--- config.mk ---
export PLATFORM = sky130hd
export DESIGN_NAME = host_byte_rx
export DESIGN_NICKNAME = d
export VERILOG_FILES = /design/src/rtl/hbr_pkg.sv /design/src/rtl/hbr_ctrl.sv /design/src/rtl/hbr_dpath.sv /design/src/rtl/host_byte_rx.sv
export SDC_FILE = /design/constraint.sdc
export NUM_CORES = 1
export LEC_CHECK = 0
export CAP_MARGIN = 15
export CELL_PAD_IN_SITES_DETAIL_PLACEMENT = 0
export CELL_PAD_IN_SITES_GLOBAL_PLACEMENT = 1
export CORE_UTILIZATION = 45
export CTS_BUF_LIST = sky130_fd_sc_hd__clkbuf_4
export CTS_CLUSTER_SIZE = 28
export DETAILED_ROUTE_END_ITERATION = 8
export PLACE_DENSITY_LB_ADDON = 0.1
export SETUP_SLACK_MARGIN = 0.2
export SYNTH_ARGS = -nofsm -noshare
export SYNTH_HDL_FRONTEND = slang
export SYNTH_SLANG_ARGS = --single-unit
--- constraint.sdc ---
create_clock -name clk -period 4.4 [get_ports clk]
set_input_delay 0.44 -clock clk [delete_from_list [all_inputs] [get_ports clk]]
set_output_delay 0.44 -clock clk [all_outputs]
set_load 0.005 [all_outputs]
--- src/rtl/hbr_pkg.sv ---
package hbr_pkg;
  // Strobes from the sequencer to the datapath
  typedef struct packed {
    logic capture;  // latch the synchronised data byte
    logic push;     // write the latched byte into the FIFO
    logic flush;    // empty the FIFO
  } hbr_ctl_t;

  typedef enum logic [1:0] {
    ST_IDLE  = 2'd0,
    ST_STORE = 2'd1,
    ST_ACK   = 2'd2
  } hbr_state_t;
endpackage

--- src/rtl/hbr_ctrl.sv ---
module hbr_ctrl
  import hbr_pkg::*;
#(
  parameter int ACK_W = 4
) (
  input  logic     clk,
  input  logic     rstN,
  input  logic     strbFall,
  input  logic     initActive,
  input  logic     fifoFull,
  output logic     busy,
  output logic     ackN,
  output hbr_ctl_t ctl
);
  localparam int CW = $clog2(ACK_W + 1);

  hbr_state_t      state;
  logic [CW-1:0]   ackCnt;

  always_comb begin
    ctl.capture = (state == ST_IDLE) && strbFall && !initActive;
    ctl.push    = (state == ST_STORE) && !fifoFull && !initActive;
    ctl.flush   = initActive;
  end

  always_ff @(posedge clk or negedge rstN) begin
    if (!rstN) begin
      state  <= ST_IDLE;
      busy   <= 1'b0;
      ackN   <= 1'b1;
      ackCnt <= '0;
    end else if (initActive) begin
      state  <= ST_IDLE;
      busy   <= 1'b0;
      ackN   <= 1'b1;
      ackCnt <= '0;
    end else begin
      unique case (state)
        ST_IDLE: begin
          if (strbFall) begin
            busy  <= 1'b1;
            state <= ST_STORE;
          end
        end
        ST_STORE: begin
          if (!fifoFull) begin
            ackN   <= 1'b0;
            ackCnt <= CW'(ACK_W - 1);
            state  <= ST_ACK;
          end
        end
        ST_ACK: begin
          if (ackCnt == '0) begin
            ackN  <= 1'b1;
            busy  <= 1'b0;
            state <= ST_IDLE;
          end else begin
            ackCnt <= ackCnt - 1'b1;
          end
        end
        default: state <= ST_IDLE;
      endcase
    end
  end
endmodule

--- src/rtl/hbr_dpath.sv ---
module hbr_dpath
  import hbr_pkg::*;
#(
  parameter int DATA_W = 8,
  parameter int DEPTH  = 8,
  parameter int SYNC_N = 2
) (
  input  logic              clk,
  input  logic              rstN,
  input  logic [DATA_W-1:0] hostData,
  input  logic              hostStrobeN,
  input  logic              hostInitN,
  input  logic              hostSelInN,
  input  logic              hostAutoFdN,
  input  logic              paperOutReg,
  input  logic              onlineReg,
  input  logic              errorReg,
  input  hbr_ctl_t          ctl,
  output logic              strbFall,
  output logic              initActive,
  output logic              fifoFull,
  output logic              paperOut,
  output logic              online,
  output logic              errorN,
  output logic              selectReq,
  output logic              autoFeedReq,
  output logic [DATA_W-1:0] rxData,
  output logic              rxValid,
  input  logic              rxReady
);
  localparam int SW = DATA_W + 4;
  localparam int AW = $clog2(DEPTH);
  localparam logic [SW-1:0] SYNC_RST = {4'b1111, {DATA_W{1'b0}}};

  // Synchroniser chain: {strobeN, initN, selInN, autoFdN, data}
  logic [SYNC_N-1:0][SW-1:0] syncChain;
  logic [SW-1:0]             syncOut;
  logic                      strbSync, strbPrev;

  always_ff @(posedge clk or negedge rstN) begin
    if (!rstN) begin
      for (int i = 0; i < SYNC_N; i++) syncChain[i] <= SYNC_RST;
    end else begin
      syncChain[0] <= {hostStrobeN, hostInitN, hostSelInN, hostAutoFdN, hostData};
      for (int i = 1; i < SYNC_N; i++) syncChain[i] <= syncChain[i-1];
    end
  end

  assign syncOut     = syncChain[SYNC_N-1];
  assign strbSync    = syncOut[SW-1];
  assign initActive  = ~syncOut[SW-2];
  assign selectReq   = ~syncOut[SW-3];
  assign autoFeedReq = ~syncOut[SW-4];

  always_ff @(posedge clk or negedge rstN) begin
    if (!rstN) strbPrev <= 1'b1;
    else       strbPrev <= strbSync;
  end
  assign strbFall = strbPrev & ~strbSync;

  // Byte latch
  logic [DATA_W-1:0] byteReg;
  always_ff @(posedge clk or negedge rstN) begin
    if (!rstN)            byteReg <= '0;
    else if (ctl.capture) byteReg <= syncOut[DATA_W-1:0];
  end

  // Status pins
  always_ff @(posedge clk or negedge rstN) begin
    if (!rstN) begin
      paperOut <= 1'b0;
      online   <= 1'b0;
      errorN   <= 1'b1;
    end else begin
      paperOut <= paperOutReg;
      online   <= onlineReg;
      errorN   <= ~errorReg;
    end
  end

  // Receive FIFO
  logic [DATA_W-1:0] mem [DEPTH];
  logic [AW:0]       wrPtr, rdPtr;
  logic              pop;

  assign fifoFull = (wrPtr[AW] != rdPtr[AW]) && (wrPtr[AW-1:0] == rdPtr[AW-1:0]);
  assign rxValid  = (wrPtr != rdPtr);
  assign rxData   = mem[rdPtr[AW-1:0]];
  assign pop      = rxValid && rxReady && !ctl.flush;

  always_ff @(posedge clk) begin
    if (ctl.push) mem[wrPtr[AW-1:0]] <= byteReg;
  end

  always_ff @(posedge clk or negedge rstN) begin
    if (!rstN) begin
      wrPtr <= '0;
      rdPtr <= '0;
    end else if (ctl.flush) begin
      wrPtr <= '0;
      rdPtr <= '0;
    end else begin
      if (ctl.push) wrPtr <= wrPtr + 1'b1;
      if (pop)      rdPtr <= rdPtr + 1'b1;
    end
  end
endmodule

--- src/rtl/host_byte_rx.sv ---
module host_byte_rx
  import hbr_pkg::*;
#(
  parameter int DATA_W = 8,
  parameter int DEPTH  = 8,
  parameter int ACK_W  = 4,
  parameter int SYNC_N = 2
) (
  input  logic              clk,
  input  logic              rstN,
  input  logic [DATA_W-1:0] hostData,
  input  logic              hostStrobeN,
  input  logic              hostInitN,
  input  logic              hostSelInN,
  input  logic              hostAutoFdN,
  input  logic              paperOutReg,
  input  logic              onlineReg,
  input  logic              errorReg,
  output logic              busy,
  output logic              ackN,
  output logic              paperOut,
  output logic              online,
  output logic              errorN,
  output logic              selectReq,
  output logic              autoFeedReq,
  output logic [DATA_W-1:0] rxData,
  output logic              rxValid,
  input  logic              rxReady
);
  hbr_ctl_t ctl;
  logic     strbFall, initActive, fifoFull;

  hbr_ctrl #(.ACK_W(ACK_W)) u_ctrl (
    .clk(clk), .rstN(rstN), .strbFall(strbFall), .initActive(initActive),
    .fifoFull(fifoFull), .busy(busy), .ackN(ackN), .ctl(ctl)
  );

  hbr_dpath #(.DATA_W(DATA_W), .DEPTH(DEPTH), .SYNC_N(SYNC_N)) u_dpath (
    .clk(clk), .rstN(rstN), .hostData(hostData), .hostStrobeN(hostStrobeN),
    .hostInitN(hostInitN), .hostSelInN(hostSelInN), .hostAutoFdN(hostAutoFdN),
    .paperOutReg(paperOutReg), .onlineReg(onlineReg), .errorReg(errorReg),
    .ctl(ctl), .strbFall(strbFall), .initActive(initActive), .fifoFull(fifoFull),
    .paperOut(paperOut), .online(online), .errorN(errorN),
    .selectReq(selectReq), .autoFeedReq(autoFeedReq),
    .rxData(rxData), .rxValid(rxValid), .rxReady(rxReady)
  );
endmodule

Yosys cells after proc, flatten, opt, wreduce, memory -nomap -nowiden
Memory sizes are Yosys's and may differ from the RTL's.
Cells that the tools add are included.
W data, S select, Z words.
{"block": "classes", "n_bitwise": 5, "n_eq_ne": 13, "n_mux": 23, "n_addsub": 3, "n_reduce_logical": 14}
{"op": "$ne A3 B3 Y1 const B", "n": 6}
{"op": "$mux W4", "n": 4}
{"op": "$reduce_and A3 Y1", "n": 4}
{"op": "$mux W3", "n": 3}
{"op": "$add A4 B1 Y4 const B", "n": 2}
{"op": "$mux W1", "n": 8}
{"op": "$mux W2", "n": 4}
{"op": "$logic_and A1 B1 Y1", "n": 7}
{"op": "$pmux W2 S3", "n": 1}
{"op": "$pmux W3 S2", "n": 1}
{"op": "$ne A2 B2 Y1 const B", "n": 2}
{"op": "$ne A4 B4 Y1", "n": 1}
{"op": "$not A1 Y1", "n": 4}
{"op": "$pmux W1 S2", "n": 2}
{"op": "$eq A3 B3 Y1", "n": 1}
{"op": "$logic_not A3 Y1", "n": 1}
{"op": "$sub A3 B1 Y3 const B", "n": 1}
{"op": "$eq A2 B1 Y1 const B", "n": 1}
{"op": "$eq A2 B2 Y1 const B", "n": 1}
{"op": "$logic_not A2 Y1", "n": 1}
{"op": "$and A1 B1 Y1", "n": 1}
{"op": "$logic_not A1 Y1", "n": 1}
{"op": "$ne A1 B1 Y1", "n": 1}
{"block": "word_totals", "word_cells": 72, "ff_bits": 51, "mem_count": 1, "in_bits": 18, "ramBits": 64, "output_inout_bits": 16}
{"name": "u_dpath.mem", "words": 8, "word_bits": 8, "read_ports": 1, "rd_ports_with_merged_regs": 0, "write_ports": 1, "line_no": "hbr_dpath.sv:82", "source": "logic [DATA_W-1:0] mem [DEPTH];"}

Depth between registers and ports, before layout
{"block": "logic_depth", "word_depth": 7, "mapped_depth": 7, "depth_no_buf": 6}

By module
From an unflattened synthesis, not the netlist that was laid out.
{"block": "hier_totals", "cells_unflattened": 245, "hier_area_um2": 4406.7}
{"module": "hbr_dpath", "seq_area_each_um2": 3035.4, "instances": 1, "cells_per_inst": 206, "area_per_inst_um2": 4012.6}
{"module": "hbr_ctrl", "seq_area_each_um2": 176.4, "instances": 1, "cells_per_inst": 39, "area_per_inst_um2": 394.1}

Worst setup path after synthesis
OpenSTA, ideal clock, no wires.
{"block": "synth_path", "kind": "flip-flop to flip-flop", "startpoint": "register u_dpath.rdPtr[1]", "endpoint": "memory u_dpath.mem[1][0], enable pin", "n_path_buf": 2, "required_ns": 4.017, "setup_slack_ns": 2.096, "setup_ns": 0.383, "stages_incl_launch_ff": 7, "t_arrival_ns": 1.921, "period_less_slack_ns": 2.304, "path_cell_list": "dfrtp_1 > buf_2 > xor2_2 > or4_1 > buf_2 > nand4_1 > nor3_1"}
{"block": "synth_between", "elab_chain_cells": 7}
{"element": "start, declared", "line_no": "hbr_dpath.sv:83", "source": "logic [AW:0] wrPtr, rdPtr;"}
{"element": "start signal, assigned", "line_no": "hbr_dpath.sv:104", "source": "if (pop) rdPtr <= rdPtr + 1'b1;"}
{"element": "$eq A3 B3 Y1", "line_no": "hbr_dpath.sv:86", "source": "assign fifoFull = (wrPtr[AW] != rdPtr[AW]) && (wrPtr[AW-1:0] == rdPtr[AW-1:0]);"}
{"element": "$logic_and A1 B1 Y1", "line_no": "hbr_dpath.sv:86"}
{"element": "$logic_not A1 Y1", "line_no": "hbr_ctrl.sv:22", "source": "ctl.push = (state == ST_STORE) && !fifoFull && !initActive;"}
{"element": "$logic_and A1 B1 Y1 (2 in a row)", "line_no": "hbr_ctrl.sv:22"}
{"element": "$mux W1", "line_no": "hbr_dpath.sv:92", "source": "if (ctl.push) mem[wrPtr[AW-1:0]] <= byteReg;"}
{"element": "$mux W1 (implied by the code)", "line_no": "hbr_dpath.sv:92"}
{"element": "end, declared", "line_no": "hbr_dpath.sv:82"}
No other way between the ends.

Worst setup path after layout
{"block": "layout_path", "startpoint": "register u_dpath.rdPtr[0]", "endpoint": "output rxData[2]"}
{"block": "layout_between", "elab_chain_cells": 1}
{"element": "$mem_v2 Z8 W8"}
{"element": "end, declared", "line_no": "host_byte_rx.sv:26", "source": "output logic [DATA_W-1:0] rxData,"}
No other way between the ends.

==> run_results.csv <==
group,metric,value,unit
critical_path,critPathKind,"flop to output port",
critical_path,crit_path_max_fanout,20,
timing,layout_min_cycle_time,2960,ps
global_route,grt_use_total,15.6,%
routing,drc,0,
global_route,use_met1,21.6,%
power,pwr-share-seq,57.8,%
critical_path,required,3960,ps
yosys,post_synth_fa_ha_maj_area_fraction,2.20,%
clock_network,cts_sinks,115,
timing,slew_violations,0,
job,max-cap-violations,0,
routing,ant_nets,0,
power,power_frac_comb,10.4,%
worst_hold_path,hold_class,"input port to asynchronous set/reset pin",
critical_path,crit_arrival,2520,ps
yosys,synthSimpleGateAreaFrac,5.31,%
global_route,grt_max_degree,52,
critical_path,r2r-start,"u_dpath.rdPtr[0]",
power,ir_drop,225,uV
timing,hold_viol_final,0,
global_route,grt_busiest_layer,"met2",
yosys,synthXorXnorAreaFrac,1.84,%
floorplanning,initial_core_util,46.5,%
floorplanning,die_h,103,um
placed_design,io_buffer_count,33,
floorplanning,coreArea,0.00977,mm2
yosys,ys_warn_count,0,
power,p_int,1.65,mW
global_route,antenna_found_initial,0,
timing,tightest_slew,988,ps
timing,slew_headroom,33.6,%
yosys,netlist_instances,261,
routing,finalWirelength,7.26,mm
global_route,grt_use_met3,4.75,%
timing,setup_tns,0,ps
floorplanning,rows,36,
yosys,synth-edff-count,64,
critical_path,worst-path-stages,4,
clock_network,cts_buffers,17,
critical_path,worst_setup_path_start_kind,"flop",
clock_network,ctsHoldBuffers,0,
routing,firstDrtPassIters,4,
run_status,run_status,"completed",
yosys,synth_compound_area_share,5.01,%
critical_path,crit_path_end_kind,"output port",
clock_network,cts_tree,"done",
cells_and_area,area_growth,15.6,%
routing,vias,2292,
floorplanning,chipWidth,103,um
floorplanning,io_pins,34,
yosys,syn_avg_cell_area,17.4,um2
yosys,ys_types,45,
routing,drtIter0Drc,92,
critical_path,cp_num_buf_inv,2,
power,p_per_area,422,mW/mm2
cells_and_area,layout_common_cells,"edfxtp_1 (64), dfrtp_1 (40), clkdlybuf4s50_1 (32)",
timing,post-route-period-util,67.4,%
clock_network,post_cts_buffers,0,
power,power.total,2.22,mW
clock_network,clkSlewWorstSetupHoldPaths,110,ps
placed_design,gp_congestion,0.806,
yosys,synth_area,0.00455,mm2
clock_network,root_buffer,"clkbuf_4",
critical_path,crit_chain,"buf_4 > mux4_1 > mux2_2 > clkdlybuf4s50_1",
clock_network,insertion_delay,480,ps
global_route,overflow,0,
cells_and_area,final_common_cell,"edfxtp_1",
yosys,ys_seq_area_share,70.7,%
cells_and_area,drive_above_1_share,26.2,%
clock_network,ctsResizeCount,0,
placed_design,dpl.hpwl,4.80,mm
critical_path,rr_worst_depth,5,
timing,max_freq,337,MHz
cells_and_area,fin_nets,330,
yosys,synthArstFlopShare,44.3,%
global_route,grt_pass1_vias,2274,
clock_network,clock_path_buffers,2,
yosys,synth_seq_cells,115,
yosys,synth_flop_cell,"edfxtp_1",
power,p_switching,568,uW
timing,rsz0062_at_grt,"no",
global_route,grt_util_met2,22.9,%
global_route,grt_pass1_wl,11.5,mm
cells_and_area,n_antenna_cell,0,
yosys,syn-num-nets,287,
floorplanning,dieArea,0.0105,mm2
critical_path,cp_slowest_cell,"mux4_1",
power,clkPwrFrac,31.7,%
critical_path,critPathLaunch,"u_dpath.rdPtr[0]",
clock_network,htree_levels,4,
power,p_leak,1.92,nW
yosys,synth_top_family_by_area,"multiplexers",
routing,routedWlPerCell,16.1,um
routing,vias_per_cell,5.09,
power,swShare,25.6,%
timing,setup_viol,0,
critical_path,endpoint,"rxData[2]",
critical_path,crit_family,"multiplexers",
critical_path,max_stage_delay,640,ps
critical_path,r2r-end,"u_dpath.mem[1][5]",
critical_path,reg2reg_slack,1590,ps
timing,clock-skew-final,16.3,ps
yosys,synthMuxAreaShare,12.4,%
final cells by class:
class / instances / area, um2
timing repair buffer: 36 / 348
multi-input combinational: 120 / 1210
fill: 813 / 4520
inverter: 14 / 52.6
tap: 133 / 166
clock buffer: 18 / 135
sequential: 115 / 3210
clock inverter: 14 / 128
registers in the layout (all words and copies together) (netlist names):
| signal | count |
|---|---|
| u_ctrl.ackCnt | 3 |
| u_ctrl.ackN | 1 |
| u_ctrl.busy | 1 |
| u_ctrl.state | 2 |
| u_dpath.byteReg | 8 |
| u_dpath.errorN | 1 |
| u_dpath.mem | 64 |
| u_dpath.online | 1 |
| u_dpath.paperOut | 1 |
| u_dpath.rdPtr | 4 |
| u_dpath.strbPrev | 1 |
| u_dpath.syncChain | 12 |
| u_dpath.syncOut | 12 |
| u_dpath.wrPtr | 4 |
metrics by stage:
| step | instances | util (%) | setup slack [ps] | instance area (um2) | hold slack [ps] |
|---|---|---|---|---|---|
| floorplan | 261 | - | 2100 | 4550 | 144 |
| global placement | 418 | 51.1 | 1600 | 4990 | 332 |
| detailed placement | 418 | 51.1 | 1560 | 4990 | 335 |
| global route | 450 | 53.8 | 1270 | 5260 | 48.4 |
| finish | 450 | 53.8 | 1440 | 5260 | 54.8 |
| CTS | 450 | 53.8 | 1360 | 5260 | 31.7 |
synthesized netlist by cell type (all sizes together) (2+ instances only):
cell,instances,area share (%)
nand3,3,0.33
xor2,6,1.7
or3,7,0.96
clkbuf,6,0.52
ha,8,2.2
o41ai,2,0.96
nand4,3,0.41
inv,14,1.2
or4,2,0.33
nor3,2,0.33
nor2,13,1.1
dfrtp,40,22
o2111a,2,0.50
o21ai,7,0.85
dfstp,11,6.4
nand2,3,0.25
mux4,16,8.2
edfxtp,64,42
a21oi,9,0.99
and4,2,0.39
mux2,16,4.0
buf,6,0.94
nand2b,4,0.55
routing by layer:
metal  up-vias  wire (um)
met4         0         31
li1       1086          -
met3         2        305
met2        50       3430
met1      1154       3490
met5         -          0
cell families (layout without fill, tap and decap cells):
group | after synthesis | count (layout)
AO/OA/AOI/OAI | 29 | 29
XOR/XNOR | 7 | 7
flip-flops | 115 | 115
adder cells (fa/ha/maj) | 8 | 8
buffers and inverters | 26 | 82
multiplexers | 33 | 33
AND/OR/NAND/NOR | 43 | 43
power by group through the flow:
stage / clock [mW] / combinational [mW] / sequential [mW]
after floorplan: 0 / 0.149 / 1.28
after global placement: 0 / 0.235 / 1.30
after detailed placement: 0 / 0.236 / 1.31
after CTS: 0.733 / 0.237 / 1.29
after global routing: 0.779 / 0.258 / 1.29
final: 0.704 / 0.231 / 1.28
worst min-delay path by stage:
| stage | from | to | slack (ps) | cells after the start |
|---|---|---|---|---|
| after CTS | rstN | u_dpath.syncChain[4] | 30 | 2 |
| final | rstN | u_ctrl.ackCnt[1] | 50 | 2 |
| after global placement | u_dpath.syncChain[3] | u_dpath.syncOut[3] | 330 | 0 |
| after floorplan | rstN | u_ctrl.ackCnt[0] | 140 | 0 |
| after global routing | rstN | u_dpath.syncOut[3] | 50 | 2 |
| after detailed placement | u_dpath.syncChain[2] | u_dpath.syncOut[2] | 330 | 0 |
worst reg2reg max path, delay by kind of cell, from the launching register on:
kind	cells	cell delay, ps
XOR/XNOR	1	340
flip-flops	1	340
buffers and inverters	1	340
AND/OR/NAND/NOR	3	1410
Note: power is estimated with default switching activity, not from simulation.
